### config.mk
export PLATFORM = sky130hd
export DESIGN_NAME = bus_recover
export DESIGN_NICKNAME = d
export VERILOG_FILES = /design/src/rtl/bus_recover_pkg.sv /design/src/rtl/rec_phase_timer.sv /design/src/rtl/rec_pulse_counter.sv /design/src/rtl/rec_fsm.sv /design/src/rtl/bus_recover.sv
export SDC_FILE = /design/constraint.sdc
export NUM_CORES = 1
export LEC_CHECK = 0
export BUFFER_PORTS_ARGS = -buffer_cell sky130_fd_sc_hd__buf_2
export CAP_MARGIN = 20
export CELL_PAD_IN_SITES_DETAIL_PLACEMENT = 0
export CELL_PAD_IN_SITES_GLOBAL_PLACEMENT = 2
export CORE_AREA = 5 5 47 79
export CTS_BUF_LIST = sky130_fd_sc_hd__clkbuf_16
export CTS_CLUSTER_DIAMETER = 40
export CTS_CLUSTER_SIZE = 25
export DETAILED_ROUTE_END_ITERATION = 16
export DIE_AREA = 0 0 52 84
export PLACE_DENSITY = 0.81
export REMOVE_ABC_BUFFERS = 1
export SLEW_MARGIN = 20
export SYNTH_ARGS = -nofsm -noshare
export SYNTH_HDL_FRONTEND = slang
export SYNTH_SLANG_ARGS = --single-unit
### constraint.sdc
create_clock -name clk_i -period 2.5 [get_ports clk_i]
set_input_delay 0.5 -clock clk_i [delete_from_list [all_inputs] [get_ports clk_i]]
set_output_delay 0.5 -clock clk_i [all_outputs]
set_load 0.01 [all_outputs]
### src/rtl/bus_recover_pkg.sv
package bus_recover_pkg;

  typedef enum logic [2:0] {
    ST_IDLE,
    ST_LOW,
    ST_HIGH,
    ST_SETUP,
    ST_HOLD,
    ST_DONE,
    ST_FAIL
  } rec_state_e;

  // cycles covering ns at mhz, rounded up, at least 1
  function automatic int ns_to_cycles(int ns, int mhz);
    int c;
    c = (ns * mhz + 999) / 1000;
    return (c < 1) ? 1 : c;
  endfunction

endpackage

### src/rtl/rec_phase_timer.sv
module rec_phase_timer #(
  parameter int W = 9
) (
  input  logic         clk_i,
  input  logic         rst_ni,
  input  logic         load_i,
  input  logic [W-1:0] load_val_i,
  output logic         expired_o
);

  logic [W-1:0] cnt_q;

  always_ff @(posedge clk_i or negedge rst_ni) begin
    if (!rst_ni)              cnt_q <= '0;
    else if (load_i)          cnt_q <= load_val_i;
    else if (cnt_q != '0)     cnt_q <= cnt_q - 1'b1;
  end

  assign expired_o = (cnt_q == '0);

  // a running count only moves downward by one
  p_count_down_r2: assert property (@(posedge clk_i) disable iff (!rst_ni)
    (!load_i && cnt_q != '0) |=> (cnt_q == $past(cnt_q) - 1'b1));

endmodule

### src/rtl/rec_pulse_counter.sv
module rec_pulse_counter #(
  parameter int MAX_PULSES = 9
) (
  input  logic clk_i,
  input  logic rst_ni,
  input  logic clr_i,
  input  logic inc_i,
  output logic last_o
);

  localparam int CW = $clog2(MAX_PULSES + 1);

  logic [CW-1:0] cnt_q;

  always_ff @(posedge clk_i or negedge rst_ni) begin
    if (!rst_ni)     cnt_q <= '0;
    else if (clr_i)  cnt_q <= '0;
    else if (inc_i)  cnt_q <= cnt_q + 1'b1;
  end

  assign last_o = (cnt_q == CW'(MAX_PULSES - 1));

  p_pulse_bound_r5: assert property (@(posedge clk_i) disable iff (!rst_ni)
    cnt_q < CW'(MAX_PULSES));

  p_no_inc_on_last_r5: assert property (@(posedge clk_i) disable iff (!rst_ni)
    (inc_i && !clr_i) |-> !last_o);

endmodule

### src/rtl/rec_fsm.sv
module rec_fsm
  import bus_recover_pkg::*;
#(
  parameter int W      = 9,
  parameter int LOW_CYC  = 325,
  parameter int HIGH_CYC = 175,
  parameter int SU_CYC   = 175,
  parameter int HD_CYC   = 175
) (
  input  logic         clk_i,
  input  logic         rst_ni,
  input  logic         recover_i,
  input  logic         sda_i,
  input  logic         expired_i,
  input  logic         last_pulse_i,
  output logic         load_o,
  output logic [W-1:0] load_val_o,
  output logic         pulse_clr_o,
  output logic         pulse_inc_o,
  output logic         scl_oe_o,
  output logic         sda_oe_o,
  output logic         done_o,
  output logic         fail_o
);

  localparam logic [W-1:0] LowLd  = W'(LOW_CYC - 1);
  localparam logic [W-1:0] HighLd = W'(HIGH_CYC - 1);
  localparam logic [W-1:0] SuLd   = W'(SU_CYC - 1);
  localparam logic [W-1:0] HdLd   = W'(HD_CYC - 1);

  rec_state_e state_q, state_d;

  always_comb begin
    state_d     = state_q;
    load_o      = 1'b0;
    load_val_o  = '0;
    pulse_clr_o = 1'b0;
    pulse_inc_o = 1'b0;
    unique case (state_q)
      ST_IDLE: if (recover_i) begin
        state_d = ST_LOW; load_o = 1'b1; load_val_o = LowLd; pulse_clr_o = 1'b1;
      end
      ST_LOW: if (expired_i) begin
        state_d = ST_HIGH; load_o = 1'b1; load_val_o = HighLd;
      end
      ST_HIGH: if (expired_i) begin
        if (sda_i) begin
          state_d = ST_SETUP; load_o = 1'b1; load_val_o = SuLd;
        end else if (last_pulse_i) begin
          state_d = ST_FAIL;
        end else begin
          state_d = ST_LOW; load_o = 1'b1; load_val_o = LowLd; pulse_inc_o = 1'b1;
        end
      end
      ST_SETUP: if (expired_i) begin
        state_d = ST_HOLD; load_o = 1'b1; load_val_o = HdLd;
      end
      ST_HOLD: if (expired_i) state_d = ST_DONE;
      ST_DONE: state_d = ST_IDLE;
      ST_FAIL: state_d = ST_IDLE;
      default: state_d = ST_IDLE;
    endcase
  end

  always_ff @(posedge clk_i or negedge rst_ni) begin
    if (!rst_ni) state_q <= ST_IDLE;
    else         state_q <= state_d;
  end

  assign scl_oe_o = (state_q == ST_LOW) || (state_q == ST_DONE);
  assign sda_oe_o = (state_q == ST_HOLD) || (state_q == ST_DONE);
  assign done_o   = (state_q == ST_DONE);
  assign fail_o   = (state_q == ST_FAIL);

  // start condition: data falls only with the clock released
  p_start_order_r6: assert property (@(posedge clk_i) disable iff (!rst_ni)
    $rose(sda_oe_o) |-> !scl_oe_o);

  p_done_after_hold_r7: assert property (@(posedge clk_i) disable iff (!rst_ni)
    done_o |-> ($past(sda_oe_o) && !$past(scl_oe_o)));

  p_done_pulse_r7: assert property (@(posedge clk_i) disable iff (!rst_ni)
    done_o |=> (!done_o && !scl_oe_o && !sda_oe_o));

  p_fail_pulse_r5: assert property (@(posedge clk_i) disable iff (!rst_ni)
    fail_o |=> (!fail_o && !scl_oe_o && !sda_oe_o));

  p_fail_after_low_sample_r5: assert property (@(posedge clk_i) disable iff (!rst_ni)
    $rose(fail_o) |-> (!$past(sda_i) && !$past(scl_oe_o)));

  p_busy_ignores_req_r8: assert property (@(posedge clk_i) disable iff (!rst_ni)
    (state_q == ST_HIGH && !expired_i) |=> (state_q == ST_HIGH));

endmodule

### src/rtl/bus_recover.sv
module bus_recover
  import bus_recover_pkg::*;
#(
  parameter int CLK_MHZ    = 250,
  parameter int T_LOW_NS   = 1300,
  parameter int T_HIGH_NS  = 700,
  parameter int T_SU_NS    = 700,
  parameter int T_HD_NS    = 700,
  parameter int MAX_PULSES = 9
) (
  input  logic clk_i,
  input  logic rst_ni,
  input  logic recover_i,
  input  logic sda_i,
  output logic scl_oe_o,
  output logic sda_oe_o,
  output logic done_o,
  output logic fail_o
);

  localparam int LowCyc  = ns_to_cycles(T_LOW_NS, CLK_MHZ);
  localparam int HighCyc = ns_to_cycles(T_HIGH_NS, CLK_MHZ);
  localparam int SuCyc   = ns_to_cycles(T_SU_NS, CLK_MHZ);
  localparam int HdCyc   = ns_to_cycles(T_HD_NS, CLK_MHZ);
  localparam int MaxA    = (LowCyc > HighCyc) ? LowCyc : HighCyc;
  localparam int MaxB    = (SuCyc > HdCyc) ? SuCyc : HdCyc;
  localparam int MaxCyc  = (MaxA > MaxB) ? MaxA : MaxB;
  localparam int TW      = $clog2(MaxCyc + 1);

  logic          load;
  logic [TW-1:0] load_val;
  logic          expired;
  logic          pulse_clr, pulse_inc, last_pulse;

  rec_phase_timer #(.W(TW)) u_timer (
    .clk_i      (clk_i),
    .rst_ni     (rst_ni),
    .load_i     (load),
    .load_val_i (load_val),
    .expired_o  (expired)
  );

  rec_pulse_counter #(.MAX_PULSES(MAX_PULSES)) u_pulses (
    .clk_i  (clk_i),
    .rst_ni (rst_ni),
    .clr_i  (pulse_clr),
    .inc_i  (pulse_inc),
    .last_o (last_pulse)
  );

  rec_fsm #(
    .W        (TW),
    .LOW_CYC  (LowCyc),
    .HIGH_CYC (HighCyc),
    .SU_CYC   (SuCyc),
    .HD_CYC   (HdCyc)
  ) u_fsm (
    .clk_i        (clk_i),
    .rst_ni       (rst_ni),
    .recover_i    (recover_i),
    .sda_i        (sda_i),
    .expired_i    (expired),
    .last_pulse_i (last_pulse),
    .load_o       (load),
    .load_val_o   (load_val),
    .pulse_clr_o  (pulse_clr),
    .pulse_inc_o  (pulse_inc),
    .scl_oe_o     (scl_oe_o),
    .sda_oe_o     (sda_oe_o),
    .done_o       (done_o),
    .fail_o       (fail_o)
  );

  // clocking loop never drives data
  p_sda_free_while_clocking_r3: assert property (@(posedge clk_i) disable iff (!rst_ni)
    (scl_oe_o && !done_o) |-> !sda_oe_o);

  p_flags_exclusive_r7: assert property (@(posedge clk_i) disable iff (!rst_ni)
    !(done_o && fail_o));

endmodule

# After elaboration in Yosys (flattened, before gate mapping)
# Index checks and enable logic that the tools add are counted.
[word_totals] regBits=16 word_cells=54
[classes] n_addsub=2 eq_ne=12 mux=28 reduce_logical=9
[op_table] cell="2-to-1 mux 9 bit" count=6
[op_table] cell="one-hot mux 9 bit (3 select lines)" count=1
[op_table] cell="2-to-1 mux 3 bit" count=7
[op_table] cell="one-hot mux 3 bit (5 select lines)" count=1
[op_table] cell="!= test 2 bit (second input constant)" count=5
[op_table] cell="equality test 3 bit (second input constant)" count=3
[op_table] cell="zero test 9 bit" count=1
[op_table] cell="2-to-1 mux 1 bit" count=9
[op_table] cell="nonzero test 9 bit" count=1
[op_table] cell="subtractor 9 x 1 -> 9 bit (second input constant)" count=1
[op_table] cell="2-to-1 mux 4 bit" count=2
[op_table] cell="2-to-1 mux 8 bit" count=1
[op_table] cell="equality test 3 x 2 -> 1 bit (second input constant)" count=2
[op_table] cell="AND reduction 5 bit" count=1
[op_table] cell="adder 4 x 1 -> 4 bit (second input constant)" count=1
[op_table] cell="equality test 4 bit (second input constant)" count=1
[op_table] cell="nonzero test 2 bit" count=2
[op_table] cell="equality test 3 x 1 -> 1 bit (second input constant)" count=1
[op_table] cell="zero test 3 bit" count=1
[op_table] cell="one-hot mux 1 bit (3 select lines)" count=1
[op_table] cell="logical OR 1 bit" count=2
[op_table] cell="OR reduction 2 bit" count=1

# Longest topological paths before layout
# Gate-level depths: netlist (run 1).
[depth] depth_word=7 mapped_depth=7

# By module
# Synthesis (run 1) repeated with hierarchy kept, for this count alone.
[unflattened] cells_unflattened=121 hier_area_um2=1093.5
[by_module_without_submodules] mod="rec_phase_timer" instances=1 cells_each=57 area_per_inst_um2=534.3 seq_area_each_um2=225.2
[by_module_without_submodules] mod="rec_fsm" instances=1 cells_each=43 area_per_inst_um2=339.1 seq_area_each_um2=75.1
[by_module_without_submodules] mod="rec_pulse_counter" instances=1 cells_each=21 area_per_inst_um2=220.2 seq_area_each_um2=100.1

# Worst setup path after synthesis (run 1)
# No wires, ideal clock.
[synth_path] path_type="reg-to-reg" start="register u_timer.cnt_q[0]" end="register u_pulses.cnt_q[3]" arrival_ns=1.713 required_ns=2.423 slack_ns=0.709 stages_incl_launch_ff=7 path_buffers=0 path_cell_list="dfrtp_1 -> inv_1 -> ha_1 -> nor4b_4 -> nand3_4 -> or4_1 -> a21oi_1"
[synth_via] elab_chain_cells=4
[synth_rtl] element="start: declaration" line_no="rec_phase_timer.sv:11" source="logic [W-1:0] cnt_q;"
[synth_rtl] element="start signal: assignment" line_no="rec_phase_timer.sv:15" source="else if (load_i) cnt_q <= load_val_i;"
[synth_rtl] element="start signal: assignment" line_no="rec_phase_timer.sv:16" source="else if (cnt_q != '0) cnt_q <= cnt_q - 1'b1;"
[synth_rtl] element="zero test 9 bit" line_no="rec_phase_timer.sv:19" source="assign expired_o = (cnt_q == '0);"
[synth_rtl] element="2-to-1 mux 1 bit" line_no="rec_fsm.sv:46" source="ST_HIGH: if (expired_i) begin"
[synth_rtl] element="2-to-1 mux 1 bit" line_no="rec_fsm.sv:39" source="unique case (state_q)"
[synth_rtl] element="nonzero test 2 bit (no source line)"
[synth_rtl] element="end signal: assignment" line_no="rec_pulse_counter.sv:18" source="else if (inc_i) cnt_q <= cnt_q + 1'b1;"
[synth_rtl] element="end: declaration" line_no="rec_pulse_counter.sv:13" source="logic [CW-1:0] cnt_q;"
# Every way passes these cells.
# A chain may end at the register's enable or synchronous reset.

# Worst setup path after layout (run 1)
[layout_path] start="register u_timer.cnt_q[0]" end="register u_pulses.cnt_q[2]"
# Same word-level chain as after synthesis.

==> impl_metrics.json, run 1 <==
{
  "swShare_pct": 36.4,
  "start_util_pct": 33.1,
  "combPwrFrac_pct": 32.6,
  "clkLatencyLatePin_ps": 240,
  "ys_seq_elements": 16,
  "yosysTopAreaCell": "dfrtp_1",
  "track_usage_pct": 12.4,
  "setup_violations": 0,
  "drt_first_iter_violations": 9,
  "cts_root_buffer": "clkbuf_16",
  "hold_class": "in -> async",
  "grt_pass1_vias": 846,
  "ios": 8,
  "hold_ws_ps": 171,
  "synth_top_area_share_pct": 39.4,
  "ff2ff_setup_slack_ps": 480,
  "synth_ff_type": "dfrtp_1",
  "drc_errors": 0,
  "slowest_stage": "or4_1",
  "cts.sinks": 16,
  "setup-tns-final_ps": 0,
  "path_cells": "inv_1 > ha_1 > nor4b_4 > nand3_4 > or4_1 > a21oi_1",
  "cts_tree": "done",
  "outcome": "finished clean",
  "wl_um": 2420,
  "final_util_pct": 38.3,
  "synth_commonest_cells": "dfrtp_1, o21ai_0, a21oi_1",
  "maxSlewViolCount": 0,
  "fmax_mhz": 495,
  "rsz0062_at_grt": "false",
  "ys_async_sr_fraction_pct": 100,
  "syn_inst": 110,
  "clk_pin_slew_ps": 50,
  "place_hpwl_um": 1830,
  "grt_start_max_net_pins": 17,
  "ir_drop_uv": 524,
  "io_buffers": 7,
  "final.min_clock_period_ps": 2020,
  "p_int_w": 0.000728,
  "hold_viol": 0,
  "die_area_mm2": 0.00437,
  "hold_buffers": 0,
  "ant_nets": 0,
  "fp-row-count": 27,
  "core_area_mm2": 0.00307,
  "max_slew.worst_pin.slew_ps": 537,
  "path_class": "reg -> reg",
  "yosysMostFrequentCell": "dfrtp_1",
  "nets": 127,
  "avgSynthCellArea_um2": 9.25,
  "ys_top_cells_by_area": "dfrtp_1, o21ai_0, a21oi_1",
  "postCtsSetupRepairBufs": 0,
  "drive_gt1_share_pct": 14.4,
  "critPathLaunchType": "flip-flop",
  "dieHeight_um": 84,
  "wl_met1_um": 959,
  "clkPwrFrac_pct": 26.7,
  "dr.pass1.iters": 4,
  "cts_buffer_depth": 2,
  "p_switching_w": 0.000417,
  "routabilityCongestion": 0.759,
  "syn_area_mm2": 0.00102,
  "die_x_um": 52,
  "cp_max_fo": 8,
  "htree_levels": 1,
  "grt-ovfl-total": 0,
  "max_stage_delay_ps": 500,
  "grt_pass1_wl_um": 4020,
  "antenna_found_initial": 0,
  "finalCritPeriodShare_pct": 80.8,
  "route.met2.wl_um": 1330,
  "area_growth_pct": 15.9,
  "yosysSeqAreaShare_pct": 39.4,
  "relSlewSlack_pct": 64.2,
  "wl_per_cell_um": 15.0,
  "power_w": 0.00114,
  "via_per_inst": 5.23,
  "vias": 842,
  "ctsResizeCount": 0,
  "skew_ps": 2.29,
  "cts_made_buffers": 3,
  "antenna_cells": 0,
  "leakage_nw": 0.493,
  "cap_violations": 0,
  "end_kind": "flip-flop",
  "crit_required_ps": 2660,
  "dr_wl_met3_um": 74,
  "synth_cell_types": 38,
  "yosys_warnings": 0,
  "synth_edf_count": 0,
  "top_layer": "met4",
  "critPathArrivalTime_ps": 2180,
  "power_density_mw_per_mm2": 971,
  "p_seq_share_pct": 40.7
}
power by group through the flow:
stage                     Combinational (W)  Sequential, W  Clock [W]
after detailed placement           0.000374       0.000470          0
final                              0.000373       0.000466   0.000305
after global placement             0.000372       0.000464          0
after CTS                          0.000378       0.000466   0.000311
after floorplan                    0.000279       0.000442          0
after global routing               0.000430       0.000484   0.000320
final timing paths:
kind	from	endpoint	depth (start not counted)
max	u_timer.cnt_q[0]$_DFFE_PN0P_	u_pulses.cnt_q[2]$_DFFE_PN0P_	6
min	rst_ni	u_pulses.cnt_q[0]$_DFFE_PN0P_	1
max reg2reg	u_timer.cnt_q[0]$_DFFE_PN0P_	u_pulses.cnt_q[2]$_DFFE_PN0P_	6
min reg2reg	u_timer.cnt_q[0]$_DFFE_PN0P_	u_timer.cnt_q[0]$_DFFE_PN0P_	1
max in group asynchronous	rst_ni	u_timer.cnt_q[4]$_DFFE_PN0P_	1
min in group clk_i	u_timer.cnt_q[0]$_DFFE_PN0P_	u_timer.cnt_q[0]$_DFFE_PN0P_	1
area by class of cell:
type / instances / area [um^2]
Sequential cell: 16 / 400
Tap cell: 43 / 53.8
Timing Repair Buffer: 9 / 50.0
Inverter: 6 / 22.5
Multi-Input combinational cell: 84 / 577
Clock buffer: 3 / 75.1
Fill cell: 306 / 1900
kinds of logic (layout without fill, tap and decap cells):
| family | count (synthesis) | in the layout | synth area share [%] |
|---|---|---|---|
| flip-flops | 16 | 16 | 39.4 |
| multiplexers | 1 | 1 | 0.984 |
| AO/OA/AOI/OAI | 30 | 30 | 18.1 |
| adder cells (fa/ha/maj) | 3 | 3 | 3.69 |
| XOR/XNOR | 3 | 3 | 2.58 |
| AND/OR/NAND/NOR | 47 | 47 | 31.4 |
| buffers and inverters | 10 | 18 | 3.94 |
sequential cells by signal (all words and copies together), names as in the netlist:
name and cells:
u_timer.cnt_q 9, u_pulses.cnt_q 4, u_fsm.state_q 3
per-stage QoR:
stage / setup WS (ps) / cell area, um^2 / cells
after detailed placement: 521 / 1100 / 158
after floorplan: 605 / 1000 / 106
after global placement: 588 / 1100 / 158
after global routing: 394 / 1180 / 161
after CTS: 504 / 1180 / 161
final: 481 / 1180 / 161
critical path: cells and delay by family, from the launching register on:
family | cells | cell delay, ps
DFF | 1 | 400
AOI/OAI and AO/OA | 1 | 180
adders and majority gates | 1 | 190
buffers and inverters | 1 | 70
and+or+nand+nor | 3 | 1110
metal layers:
layer,GRT usage [%],vias to the layer above
met2,21.8,13
met3,3.04,7
met5,0,-
met1,12.6,408
met4,6.92,0
li1,-,414
placed cells by master (no fill, tap or decap), types with 2 or more instances in the layout:
| cell | count |
|---|---|
| and3b_1 | 2 |
| nor3_1 | 2 |
| clkbuf_16 | 3 |
| o31ai_1 | 3 |
| buf_4 | 2 |
| o21ai_0 | 10 |
| nor2b_1 | 4 |
| ha_1 | 3 |
| a21boi_0 | 2 |
| buf_2 | 7 |
| a21oi_1 | 9 |
| and2_1 | 2 |
| xor2_1 | 2 |
| nand2b_1 | 2 |
| nand3_1 | 5 |
| or4_1 | 2 |
| inv_1 | 6 |
| nor2_1 | 7 |
| nand2_1 | 8 |
| o211ai_1 | 3 |
| nand3b_1 | 2 |
| dfrtp_1 | 16 |
Power figures use the tool's default switching activity.
==> run 2: changes to the inputs <==
Settings changed: ABC_AREA from default to 1, CORE_AREA 5 5 47 79 to 5 5 49 83, DIE_AREA 0 0 52 84 to 0 0 54 88.
Clock period 2.5 ns to 1.95 ns, I/O delays scaled along.
==> run 2 against run 1 <==
Clock power is 29% higher. Synthesized cell count up 28%. Die area up 8.8%. Largest cell class unchanged. Highest routed layer unchanged.
==> impl_metrics.json, run 2 <==
{
  "clk_pin_slew_ps": 50,
  "r2r_cells": 11,
  "maxSlewViolCount": 0,
  "wl_um": 2390,
  "avgSynthCellArea_um2": 7.37,
  "antenna_found_initial": 0,
  "outcome": "finished clean",
  "via_per_inst": 4.64,
  "critPathLaunchType": "flip-flop",
  "synth_top_family_by_area": "simple AND/OR/NAND/NOR gates",
  "antenna_cells": 0,
  "postCtsSetupRepairBufs": 0,
  "syn_area_mm2": 0.00104,
  "setup_violations": 0,
  "grt-ovfl-total": 0,
  "drc_errors": 0,
  "hold_class": "in -> async",
  "critPathArrivalTime_ps": 1820,
  "synth_edf_count": 0,
  "vias": 915,
  "final_cell_mix": "nand2_1, nor2_1, inv_1",
  "yosysMostFrequentCell": "nand2_1",
  "grt_start_max_net_pins": 17,
  "cts_root_buffer": "clkbuf_16",
  "drive_gt1_share_pct": 18.4,
  "area_growth_pct": 16.4,
  "ant_nets": 0,
  "synth_commonest_cells": "nand2_1, nor2_1, inv_1",
  "cp_max_fo": 7,
  "synth_ff_type": "dfrtp_1",
  "setup-tns-final_ps": 0,
  "synthSimpleGateAreaFrac_pct": 34.3,
  "power_w": 0.00194,
  "grt_pass1_wl_um": 4150,
  "synth_compound_area_share_pct": 9.76,
  "final_common_cell": "nand2_1",
  "htree_levels": 1,
  "core_area_mm2": 0.00333,
  "ys_async_sr_fraction_pct": 100,
  "start_util_pct": 31.2,
  "cts_buffer_depth": 2,
  "relSlewSlack_pct": 74.5,
  "yosysTopAreaCell": "dfrtp_1",
  "finalCritPeriodShare_pct": 86.9,
  "ctsResizeCount": 0,
  "ir_drop_uv": 831,
  "largest_reg_flops": 9,
  "synth_mux_area_share_pct": 0,
  "clkLatencyLatePin_ps": 240,
  "dr.pass1.iters": 4,
  "rsz0062_at_grt": "false",
  "n_fill_cell": 369,
  "yosysSeqAreaShare_pct": 38.6,
  "syn_inst": 141,
  "top_register": "u_timer.cnt_q",
  "hold_buffers": 0,
  "track_usage_pct": 11.9,
  "synth_xor_area_share_pct": 5.06,
  "routabilityCongestion": 0.805,
  "place_hpwl_um": 2020,
  "nets": 160,
  "skew_ps": 4.36,
  "hold_viol": 0,
  "crit_required_ps": 2080,
  "power_density_mw_per_mm2": 1610,
  "io_buffers": 7,
  "synth_top_area_share_pct": 38.6,
  "fmax_mhz": 590,
  "synthAdderAreaFrac_pct": 3.61,
  "cap_violations": 0,
  "wl_per_cell_um": 12.1,
  "cts_tree": "done",
  "fp-row-count": 28,
  "synth_cell_types": 22,
  "end_kind": "flip-flop",
  "final.min_clock_period_ps": 1690,
  "cts_made_buffers": 3,
  "die_x_um": 54,
  "ys_top_cells_by_area": "dfrtp_1, nand2_1, nor2_1",
  "yosys_warnings": 0,
  "ios": 8,
  "path_class": "reg -> reg",
  "leakage_nw": 0.618,
  "grt_pass1_vias": 919,
  "reg_top3": "u_timer.cnt_q: 9 flops, u_pulses.cnt_q: 4 flops, u_fsm.state_q: 3 flops",
  "dieHeight_um": 88,
  "max_slew.worst_pin.slew_ps": 380,
  "die_area_mm2": 0.00475,
  "cts.sinks": 16,
  "ys_seq_elements": 16,
  "hold_ws_ps": 62.7,
  "drt_first_iter_violations": 21
}
[run 2: changes by cell type after synthesis, moves of 3 or more]
cell,before,now
xor2_1,2,6
nand2_2,0,4
inv_2,0,5
nand2_1,8,23
o21ai_0,10,7
nor2b_1,4,0
a21oi_1,9,5
nor2_1,7,20
nand3_1,5,11
o31ai_1,3,0
o211ai_1,3,0
o21ai_1,0,5
nor2_2,0,4
inv_1,6,19
[run 2: layout make-up]
type                            count  area, um^2  area share [%]
Clock buffer                        3        75.1            6.21
Clock inverter                      1        3.75           0.311
Inverter                           24        90.1            7.45
Multi-Input combinational cell    101         548            45.3
Sequential cell                    16         400            33.1
Tap cell                           45        56.3            4.66
Timing Repair Buffer                7        35.0            2.90
[run 2: logic make-up after synthesis]
logic type                 count (synthesis)
AOI/OAI and AO/OA                         19
and+or+nand+nor                           73
DFF                                       16
buffers and inverters                     24
adders and majority gates                  3
xor gates and xnor gates                   6
[run 2: per-stage QoR]
step | area [um^2] | cells | setup slack (ps) | util, %
CTS | 1210 | 197 | 234 | 36.3
detailed placement | 1130 | 193 | 241 | 33.9
floorplan | 1040 | 141 | 469 | -
global placement | 1130 | 193 | 242 | 33.9
finish | 1210 | 197 | 255 | 36.3
global route | 1210 | 197 | 79.0 | 36.3
[run 2: worst max-delay path, cell delays in order (launching register included)]
cell and delay, ps:
dfrtp_1 350, inv_1 120, ha_1 220, nand2_1 90
nor2_1 120, nand3_2 170, nor2_2 140, nand2_1 70
nand2_2 130, inv_2 70, nand2_1 60, nand2_1 50
[run 2: final timing paths]
path                                         startpoint                            end  slack (ps)
max                        u_timer.cnt_q[0]$_DFFE_PN0P_  u_pulses.cnt_q[3]$_DFFE_PN0P_         260
max reg2reg                u_timer.cnt_q[0]$_DFFE_PN0P_  u_pulses.cnt_q[3]$_DFFE_PN0P_         260
min in group clk_i                            recover_i  u_pulses.cnt_q[3]$_DFFE_PN0P_         540
min                                              rst_ni  u_pulses.cnt_q[0]$_DFFE_PN0P_          60
max in group asynchronous                        rst_ni   u_timer.cnt_q[3]$_DFFE_PN0P_        1610
min reg2reg                u_timer.cnt_q[1]$_DFFE_PN0P_   u_timer.cnt_q[1]$_DFFE_PN0P_         550
[run 2: routing by layer]
layer	wire length (um)	share of wire (%)	up-vias	GRT usage, %
met2	1510	63	8	24.2
met3	40	1.7	2	0.511
met4	24	1.0	0	4.08
met1	811	34	434	11.9
li1	-	-	471	-
met5	0	0	-	0
[run 2: report_power, final]
part | switching (W) | internal (W) | leakage, nW
clock | 0.000121 | 0.000271 | 0.0385
sequential | 0.000135 | 0.000478 | 0.204
combinational | 0.000615 | 0.000323 | 0.376
==> run 3: changes to the inputs <==
Settings changed: CORE_AREA 5 5 49 83 to 5 5 47 80, DIE_AREA 0 0 54 88 to 0 0 52 85, GPL_ROUTABILITY_DRIVEN from default to 0, PLACE_DENSITY 0.81 to 0.86.
Clock period 1.95 ns to 2.1 ns, I/O delays scaled along.
==> run 3 against run 2 <==
Sequential cell count unchanged. Final cell count decreased by 1.5%. Sequential power shrank 7.3%. Cell area shrank 0.52%. Critical endpoint unchanged.
==> impl_metrics.json, run 3 (synthesis gave the netlist of run 2 again) <==
{
  "start_util_pct": 33.8,
  "setup-tns-final_ps": 0,
  "dr.pass1.iters": 3,
  "path_cells": "inv_1 > ha_1 > nand2_1 > nor2_1 > nand3_2 > nor2_2 > nand2_1 > nand2_2 > inv_2 > nand2_1 > nand2_1",
  "r2r-start": "u_timer.cnt_q[0]$_DFFE_PN0P_",
  "dieHeight_um": 85,
  "ir_drop_uv": 718,
  "cts_root_buffer": "clkbuf_16",
  "vias": 924,
  "drt_first_iter_violations": 23,
  "cts_made_buffers": 3,
  "final-seq-area_um2": 400,
  "power_density_mw_per_mm2": 1500,
  "place_hpwl_um": 2020,
  "r2r_cells": 11,
  "placed_cell_area_mm2": 0.00113,
  "io_buffers": 7,
  "cp_max_fo": 7,
  "wl_met1_um": 878,
  "critPathArrivalTime_ps": 1850,
  "grt-ovfl-total": 0,
  "crit_required_ps": 2230,
  "end_kind": "flip-flop",
  "worst_r2r_endpoint": "u_pulses.cnt_q[3]$_DFFE_PN0P_",
  "path_class": "reg -> reg",
  "fmax_mhz": 582,
  "multi_input_area_um2": 548,
  "cts.sinks": 16,
  "final_cells": 194,
  "hold_class": "in -> async",
  "core_area_mm2": 0.00307,
  "cts_tree": "done",
  "ff2ff_setup_slack_ps": 380,
  "top_register": "u_timer.cnt_q",
  "final.min_clock_period_ps": 1720,
  "grt_pass1_vias": 933,
  "cp_num_buf_inv": 2,
  "antenna_found_initial": 0,
  "wl_per_cell_um": 12.6,
  "grt_start_max_net_pins": 17,
  "n_fill_cell": 329,
  "via_per_inst": 4.76,
  "fp-row-count": 27,
  "outcome": "finished clean",
  "crit_top_cell": "nand2_1",
  "die_area_mm2": 0.00442,
  "setup_violations": 0,
  "finalCritPeriodShare_pct": 81.9,
  "track_usage_pct": 12.4,
  "ios": 8,
  "clkLatencyLatePin_ps": 240,
  "clk_pin_slew_ps": 50,
  "area_growth_pct": 15.8,
  "leakage_nw": 0.617,
  "relSlewSlack_pct": 75.6,
  "hold_ws_ps": 83.8,
  "wl_um": 2450,
  "final_common_cell": "nand2_1",
  "die_x_um": 52,
  "crit_family": "simple AND/OR/NAND/NOR gates",
  "ant_nets": 0,
  "antenna_cells": 0,
  "nets": 160,
  "route.met2.wl_um": 1370,
  "maxSlewViolCount": 0,
  "hold_viol": 0,
  "drive_gt1_share_pct": 18.5,
  "skew_ps": 3.97,
  "critPathLaunchType": "flip-flop",
  "final_area_mm2": 0.00120,
  "postCtsSetupRepairBufs": 0,
  "top_layer": "met4",
  "drc_errors": 0,
  "rsz0062_at_grt": "false",
  "grt_pass1_wl_um": 4020,
  "dr_wl_met3_um": 66,
  "reg_top3": "u_timer.cnt_q: 9 flops, u_pulses.cnt_q: 4 flops, u_fsm.state_q: 3 flops",
  "max_stage_delay_ps": 350,
  "htree_levels": 1,
  "max_slew.worst_pin.slew_ps": 366,
  "hold_buffers": 0,
  "largest_reg_flops": 9,
  "slowest_stage": "dfrtp_1",
  "placed_cells_incl_taps": 191,
  "power_w": 0.00181,
  "ctsResizeCount": 0,
  "final_cell_mix": "nand2_1, nor2_1, inv_1",
  "cap_violations": 0,
  "cts_buffer_depth": 2
}
run 3: layer usage:
| layer | global-route usage, % | up-vias |
|---|---|---|
| met2 | 23.8 | 16 |
| li1 | - | 472 |
| met4 | 9.07 | 0 |
| met5 | 0 | - |
| met3 | 0.879 | 10 |
| met1 | 11.2 | 426 |
run 3: worst max-delay path by stage:
stage | from | to | slack [ps] | cells past startpoint
2_1_floorplan | u_timer.cnt_q[0]$_DFFE_PN0P_ | u_pulses.cnt_q[3]$_DFFE_PN0P_ | 620 | 11
3_3_place_gp | u_timer.cnt_q[0]$_DFFE_PN0P_ | u_pulses.cnt_q[3]$_DFFE_PN0P_ | 400 | 11
3_5_place_dp | u_timer.cnt_q[0]$_DFFE_PN0P_ | u_pulses.cnt_q[3]$_DFFE_PN0P_ | 380 | 11
4_1_cts | u_timer.cnt_q[0]$_DFFE_PN0P_ | u_pulses.cnt_q[3]$_DFFE_PN0P_ | 370 | 11
5_1_grt | u_timer.cnt_q[0]$_DFFE_PN0P_ | u_pulses.cnt_q[3]$_DFFE_PN0P_ | 230 | 11
6_report | u_timer.cnt_q[0]$_DFFE_PN0P_ | u_pulses.cnt_q[3]$_DFFE_PN0P_ | 380 | 11
run 3: power breakdown:
part,leakage (nW),internal (W),switching [W],total [W]
clock,0.0370,0.000249,0.000108,0.000357
combinational,0.376,0.000301,0.000581,0.000881
sequential,0.204,0.000444,0.000124,0.000568
total,0.617,0.000994,0.000812,0.00181
run 3: through the flow:
step	util, %	setup WS [ps]
after floorplan	-	619
final	39.1	381
after detailed placement	36.7	384
after CTS	39.1	372
after global routing	39.1	231
after global placement	36.7	397
run 3: cell type report:
| type | instances | share of cell area [%] |
|---|---|---|
| tap | 43 | 4.47 |
| multi-input combinational | 101 | 45.6 |
| timing repair buffer | 7 | 2.91 |
| inverter | 24 | 7.49 |
| clock buffer | 3 | 6.24 |
| sequential | 16 | 33.3 |
